[config.mk]
export PLATFORM = sky130hd
export DESIGN_NAME = idle_pdn_seq
export DESIGN_NICKNAME = d
export VERILOG_FILES = /design/src/rtl/idle_pdn_pkg.sv /design/src/rtl/idle_pdn_dp.sv /design/src/rtl/idle_pdn_ctrl.sv /design/src/rtl/idle_pdn_seq.sv
export SDC_FILE = /design/constraint.sdc
export NUM_CORES = 1
export LEC_CHECK = 0
export BUFFER_PORTS_ARGS = -buffer_cell sky130_fd_sc_hd__clkbuf_2
export CAP_MARGIN = 20
export CORE_UTILIZATION = 30
export DETAILED_ROUTE_END_ITERATION = 7
export GPL_ROUTABILITY_DRIVEN = 1
export GPL_TIMING_DRIVEN = 0
export PLACE_DENSITY = 0.5
export RECOVER_POWER = 25
export SLEW_MARGIN = 20
export SYNTH_ARGS = -nofsm -noshare
export SYNTH_HDL_FRONTEND = slang
export SYNTH_SLANG_ARGS = --single-unit
[constraint.sdc]
create_clock -name clk -period 2.5 [get_ports clk]
set_input_delay 0.125 -clock clk [delete_from_list [all_inputs] [get_ports clk]]
set_output_delay 0.125 -clock clk [all_outputs]
set_load 0.005 [all_outputs]
[src/rtl/idle_pdn_pkg.sv]
package idle_pdn_pkg;
  typedef enum logic [3:0] {
    S_ACT, S_SHAL, S_SHRINK, S_SAVE, S_PLAT, S_DEEP,
    S_WAKE, S_RST, S_PLL, S_REST, S_EXP
  } seq_st_t;

  typedef struct packed {
    logic tmrClr;
    logic wakeEvt;
  } seq_strb_t;

  localparam logic [1:0] DEPTH_DEEP   = 2'd3;
  localparam logic [1:0] DEPTH_DEMOTE = 2'd2;
endpackage

[src/rtl/idle_pdn_dp.sv]
module idle_pdn_dp
  import idle_pdn_pkg::*;
#(
  parameter int CNT_W  = 16,
  parameter int HIST_N = 2,
  parameter int TO_LIM = 64
) (
  input  logic             clk,
  input  logic             rstN,
  input  seq_strb_t        strb,
  input  logic [CNT_W-1:0] thr,
  output logic             timeout,
  output logic             deepOk
);
  localparam int TMR_W = $clog2(TO_LIM + 1);
  localparam logic [TMR_W-1:0] TMR_END = TMR_W'(TO_LIM);

  logic [TMR_W-1:0] tmr;
  logic [CNT_W-1:0] ivCnt;
  logic [HIST_N-1:0] hist;

  // time spent in the current state
  always_ff @(posedge clk) begin
    if (!rstN || strb.tmrClr) tmr <= '0;
    else if (tmr != TMR_END)  tmr <= tmr + 1'b1;
  end
  assign timeout = (tmr == TMR_END);

  // wake interval counter and pass/fail history
  always_ff @(posedge clk) begin
    if (!rstN) begin
      ivCnt <= '0;
      hist  <= '0;
    end else if (strb.wakeEvt) begin
      ivCnt <= '0;
      if (HIST_N == 1) hist <= HIST_N'(ivCnt >= thr);
      else             hist <= {hist[HIST_N-2:0], (ivCnt >= thr)};
    end else if (ivCnt != {CNT_W{1'b1}}) begin
      ivCnt <= ivCnt + 1'b1;
    end
  end
  assign deepOk = &hist;


  tmr_fresh_chk: assert property (@(posedge clk) disable iff (!rstN)
    $past(strb.tmrClr) |-> !timeout);

  short_demote_chk: assert property (@(posedge clk) disable iff (!rstN)
    (strb.wakeEvt && (ivCnt < thr)) |=> !deepOk);
endmodule

[src/rtl/idle_pdn_ctrl.sv]
module idle_pdn_ctrl
  import idle_pdn_pkg::*;
(
  input  logic      clk,
  input  logic      rstN,
  input  logic      idleReq,
  input  logic [1:0] idleDepth,
  input  logic      cacheDone,
  input  logic      xferDone,
  input  logic      platAck,
  input  logic      breakEvt,
  input  logic      pwrGood,
  input  logic      pllLock,
  input  logic      timeout,
  input  logic      deepOk,
  output seq_strb_t strb,
  output logic      cacheShrink,
  output logic      cacheExpand,
  output logic      saveReq,
  output logic      restoreReq,
  output logic      platEnter,
  output logic      vidLow,
  output logic      intReset,
  output logic [1:0] grantedDepth,
  output logic      errFlag
);
  seq_st_t st, nxt;
  logic setErr, wake;
  logic [1:0] grantNxt;

  always_comb begin
    nxt = st;
    setErr = 1'b0;
    wake = 1'b0;
    grantNxt = grantedDepth;
    unique case (st)
      S_ACT: if (idleReq && idleDepth != 2'd0) begin
        if (idleDepth == DEPTH_DEEP && deepOk) begin
          nxt = S_SHRINK; grantNxt = DEPTH_DEEP;
        end else begin
          nxt = S_SHAL;
          grantNxt = (idleDepth == DEPTH_DEEP) ? DEPTH_DEMOTE : idleDepth;
        end
      end
      S_SHAL: if (breakEvt) begin wake = 1'b1; nxt = S_ACT; end
      S_SHRINK: begin
        if (breakEvt)       begin wake = 1'b1; nxt = S_EXP; end
        else if (cacheDone) nxt = S_SAVE;
        else if (timeout)   begin setErr = 1'b1; nxt = S_ACT; end
      end
      S_SAVE: begin
        if (breakEvt)      begin wake = 1'b1; nxt = S_EXP; end
        else if (xferDone) nxt = S_PLAT;
        else if (timeout)  begin setErr = 1'b1; nxt = S_ACT; end
      end
      S_PLAT: begin
        if (breakEvt)     begin wake = 1'b1; nxt = S_EXP; end
        else if (platAck) nxt = S_DEEP;
        else if (timeout) begin setErr = 1'b1; nxt = S_ACT; end
      end
      S_DEEP: if (breakEvt) begin wake = 1'b1; nxt = S_WAKE; end
      S_WAKE: begin
        if (pwrGood)      nxt = S_RST;
        else if (timeout) begin setErr = 1'b1; nxt = S_ACT; end
      end
      S_RST: nxt = S_PLL;
      S_PLL: begin
        if (pllLock)      nxt = S_REST;
        else if (timeout) begin setErr = 1'b1; nxt = S_ACT; end
      end
      S_REST: begin
        if (xferDone)     nxt = S_EXP;
        else if (timeout) begin setErr = 1'b1; nxt = S_ACT; end
      end
      S_EXP: begin
        if (cacheDone)    nxt = S_ACT;
        else if (timeout) begin setErr = 1'b1; nxt = S_ACT; end
      end
      default: nxt = S_ACT;
    endcase
    if (nxt == S_ACT) grantNxt = 2'd0;
  end

  assign strb.tmrClr  = (nxt != st);
  assign strb.wakeEvt = wake;

  always_ff @(posedge clk) begin
    if (!rstN) begin
      st <= S_ACT;
      grantedDepth <= 2'd0;
      errFlag <= 1'b0;
    end else begin
      st <= nxt;
      grantedDepth <= grantNxt;
      if (setErr) errFlag <= 1'b1;
      else if (st == S_ACT && nxt != S_ACT) errFlag <= 1'b0;
    end
  end

  assign cacheShrink = (st == S_SHRINK);
  assign saveReq     = (st == S_SAVE);
  assign platEnter   = (st == S_PLAT) || (st == S_DEEP);
  assign vidLow      = (st == S_DEEP);
  assign intReset    = (st == S_RST);
  assign restoreReq  = (st == S_REST);
  assign cacheExpand = (st == S_EXP);


  one_cmd_chk: assert property (@(posedge clk) disable iff (!rstN)
    $onehot0({cacheShrink, cacheExpand, saveReq, restoreReq, intReset}));

  rst_pulse_chk: assert property (@(posedge clk) disable iff (!rstN)
    intReset |=> !intReset);

  deep_hold_chk: assert property (@(posedge clk) disable iff (!rstN)
    vidLow |-> (platEnter && grantedDepth == DEPTH_DEEP));

  err_active_chk: assert property (@(posedge clk) disable iff (!rstN)
    $rose(errFlag) |-> (grantedDepth == 2'd0));
endmodule

[src/rtl/idle_pdn_seq.sv]
module idle_pdn_seq
  import idle_pdn_pkg::*;
#(
  parameter int CNT_W  = 16,
  parameter int HIST_N = 2,
  parameter int TO_LIM = 64
) (
  input  logic             clk,
  input  logic             rstN,
  input  logic             idleReq,
  input  logic [1:0]       idleDepth,
  input  logic [CNT_W-1:0] demoteThr,
  input  logic             cacheDone,
  input  logic             xferDone,
  input  logic             platAck,
  input  logic             breakEvt,
  input  logic             pwrGood,
  input  logic             pllLock,
  output logic             cacheShrink,
  output logic             cacheExpand,
  output logic             saveReq,
  output logic             restoreReq,
  output logic             platEnter,
  output logic             vidLow,
  output logic             intReset,
  output logic [1:0]       grantedDepth,
  output logic             errFlag
);
  seq_strb_t strb;
  logic timeout, deepOk;

  idle_pdn_ctrl u_ctrl (
    .clk(clk), .rstN(rstN), .idleReq(idleReq), .idleDepth(idleDepth),
    .cacheDone(cacheDone), .xferDone(xferDone), .platAck(platAck),
    .breakEvt(breakEvt), .pwrGood(pwrGood), .pllLock(pllLock),
    .timeout(timeout), .deepOk(deepOk), .strb(strb),
    .cacheShrink(cacheShrink), .cacheExpand(cacheExpand),
    .saveReq(saveReq), .restoreReq(restoreReq), .platEnter(platEnter),
    .vidLow(vidLow), .intReset(intReset), .grantedDepth(grantedDepth),
    .errFlag(errFlag)
  );

  idle_pdn_dp #(.CNT_W(CNT_W), .HIST_N(HIST_N), .TO_LIM(TO_LIM)) u_dp (
    .clk(clk), .rstN(rstN), .strb(strb), .thr(demoteThr),
    .timeout(timeout), .deepOk(deepOk)
  );
endmodule

==> impl_metrics.py <==
metrics = {
    "drt": {
        "dr.pass1.iters": 4,
        "wl_per_cell_um": 14.0,
        "vias": 2406,
        "drtIter0Drc": 125,
        "viasPerCell": 5.22,
        "wl_um": 6450,
        "drc": 0,
        "ant_nets": 0,
    },
    "synth": {
        "syn_area_um2": 2540,
        "syn_nets": 359,
        "ys_ff_latch": 32,
        "synth-async-reset-ratio_pct": 0,
        "avgSynthCellArea_um2": 8.10,
        "ys_warn_count": 0,
        "yosysUniqueCellTypes": 60,
        "synth_seq_area_share_pct": 25.3,
        "syn_inst": 313,
        "synth_edf_count": 0,
        "synth_flop_cell": "dfxtp_1",
    },
    "global_routing": {
        "grt_max_degree": 12,
        "grt_use_total_pct": 15.6,
        "grt_pass1_vias": 2245,
        "overflow": 0,
        "grt_antenna_before_repair": 0,
        "grt_pass1_wl_um": 10900,
    },
    "die": {
        "core-area_um2": 8220,
        "initial_utilization_pct": 30.9,
        "core.rowCount": 33,
        "die_x_um": 93.9,
        "ioPinCount": 37,
        "die_height_um": 93.9,
        "dieArea_um2": 8830,
    },
    "cells_and_area": {
        "area_growth_pct": 16.4,
        "antennaDiodeCount": 0,
        "layout_commonest_cell": "clkbuf_2",
        "fin_cells": 461,
        "fin_nets": 401,
        "final_util_pct": 35.9,
        "drive_gt1_share_pct": 17.7,
        "final_cell_mix": "33 x clkbuf_2, 32 x dfxtp_1, 22 x inv_1",
    },
    "timing": {
        "max-slew-margin-rel_pct": 51.9,
        "setup_ws_ns": 0.0681,
        "setup_viol": 0,
        "skew_ns": 0.00671,
        "tns_ns": 0,
        "finalHoldViolCount": 0,
        "period_share_pct": 97.3,
        "slew_violations": 0,
        "rsz0062_at_grt": "no",
        "fmax_ghz": 0.411,
        "fin_crit_ns": 2.43,
        "tightest_slew_ns": 0.716,
    },
    "power_and_ir_drop": {
        "power_mw": 1.18,
        "irDropWorstVdd_uv": 201,
        "p_leak_nw": 1.19,
        "power_density_nw_per_um2": 401,
    },
    "critical_path": {
        "cp-end-kind": "flop",
        "start_kind": "flop",
        "crit_fanout": 10,
        "worst_ep_arrival_time_ns": 2.63,
        "timing.rr.end": "u_dp.tmr[2]$_SDFFE_PP0N_",
        "r2r_start": "u_ctrl.st[2]$_SDFF_PN0_",
        "rrSetupSlack_ns": 0.07,
        "rr_worst_depth": 7,
        "crit_type": "flop to flop",
        "worst_ep_required_time_ns": 2.70,
    },
    "clock_network": {
        "cts_buffers": 5,
        "cts_buffer_depth": 2,
        "post_cts_buffers": 0,
        "cts_sinks": 32,
        "cts.clk_slew.worst_paths_ns": 0.07,
        "cts_htree_levels": 2,
        "cts_tree": "yes",
        "clock_latency_ns": 0.28,
        "cts-root-buf": "clkbuf_8",
    },
    "placement": {
        "dp_slack_ns": 0.166,
        "gp_congestion": 0.828,
        "placed_cells": 453,
        "dp_hpwl_um": 4930,
        "port_buffers": 35,
    },
    "job": {
        "maxCapViolCount": 0,
    },
    "hold_path": {
        "hold_class": "primary input to flop",
        "min_to": "u_ctrl.st[3]$_SDFF_PN0_",
        "min-delay-start": "rstN",
        "hold_depth": 2,
    },
    "outcome": {
        "status": "finished, final reports clean",
    },
}
[critical path: stages (launching register included)]
cell and delay (ns):
dfxtp_1 0.47, buf_6 0.20, nand2b_1 0.08, a2111oi_0 0.59
o2111ai_1 0.18, a31oi_1 0.28, nand4_2 0.29, nor4_2 0.26
[report_power, final]
group / switching, mW / internal, mW
Sequential: 0.0124 / 0.522
Clock: 0.194 / 0.295
Combinational: 0.0940 / 0.0669
[synthesized netlist by cell type, types with 4 or more instances]
cell type	count	area [µm²]
inv_1	22	82.6
xor2_1	8	70.1
nand2_1	14	52.6
a21oi_1	17	85.1
a21o_1	6	45.0
nand2b_1	10	62.6
clkbuf_1	5	18.8
a31oi_1	5	31.3
o21ai_0	9	45.0
nor2_1	20	75.1
o21ai_1	4	20.0
and2_1	4	25.0
nor2b_1	9	56.3
nand3_1	11	55.1
dfxtp_1	32	641
nor3_1	18	90.1
nand4_1	7	43.8
ha_1	19	238
o2111ai_1	6	52.6
nor4_2	4	50.1
and3_1	4	25.0
buf_2	6	30.0
nor3b_1	7	52.6
xnor2_1	8	70.1
[cell type report]
type	instances	area (µm²)
plain buffers	16	86.3
clock buffers	5	68.8
clock inverters	3	42.5
fillers	882	5270
inverters	22	82.6
multi-input cells	243	1730
flip-flops and latches	32	641
well taps	105	131
repair buffers	35	173
[repair_timing]
item | 4_1_cts | 5_1_grt
hold buffers | 0 | 0
gates resized for setup | 0 | 1
endpoints found under the setup margin | 0 | 2
[flip-flops by register name, indices dropped and copies added, names as in the netlist]
register and flops:
u_dp.ivCnt 16, u_ctrl.st 4, u_dp.hist 2, u_dp.tmr 7
u_ctrl.grantedDepth 2, u_ctrl.errFlag 1
[routing by layer]
metal	GRT usage, %	share of wire [%]	up-vias	wire, µm
met3	2.27	4.6	7	296
met4	4.62	1.4	0	90
li1	-	-	1226	-
met2	24.1	44	57	2810
met5	0	0	-	0
met1	22.3	50	1116	3250
[cells by family after synthesis]
group / Yosys count / share of synthesized area [%]
buffers and inverters: 38 / 6.66
AOI/OAI and AO/OA: 72 / 19.7
xor gates and xnor gates: 16 / 5.53
DFF: 32 / 25.3
adders and majority gates: 19 / 9.37
muxes: 4 / 1.63
and+or+nand+nor: 132 / 31.8
[worst max path at each step]
stage | start | cells past startpoint | to
final | u_ctrl.st[2]$_SDFF_PN0_ | 7 | u_dp.tmr[2]$_SDFFE_PP0N_
after global routing | u_ctrl.st[2]$_SDFF_PN0_ | 7 | u_dp.tmr[2]$_SDFFE_PP0N_
after CTS | u_dp.tmr[0]$_SDFFE_PP0N_ | 8 | u_dp.tmr[2]$_SDFFE_PP0N_
after detailed placement | u_dp.tmr[0]$_SDFFE_PP0N_ | 8 | u_dp.tmr[2]$_SDFFE_PP0N_
after global placement | u_dp.tmr[0]$_SDFFE_PP0N_ | 8 | u_dp.tmr[2]$_SDFFE_PP0N_
after floorplan | u_dp.tmr[0]$_SDFFE_PP0N_ | 8 | u_dp.tmr[2]$_SDFFE_PP0N_
[through the flow]
stage / hold slack [ns] / area (µm²)
2_1_floorplan: 0.247 / 2540
3_3_place_gp: 0.460 / 2840
3_5_place_dp: 0.474 / 2840
4_1_cts: 0.184 / 2950
5_1_grt: 0.205 / 2950
6_report: 0.196 / 2950
Note: power is estimated with default switching activity, not from simulation.
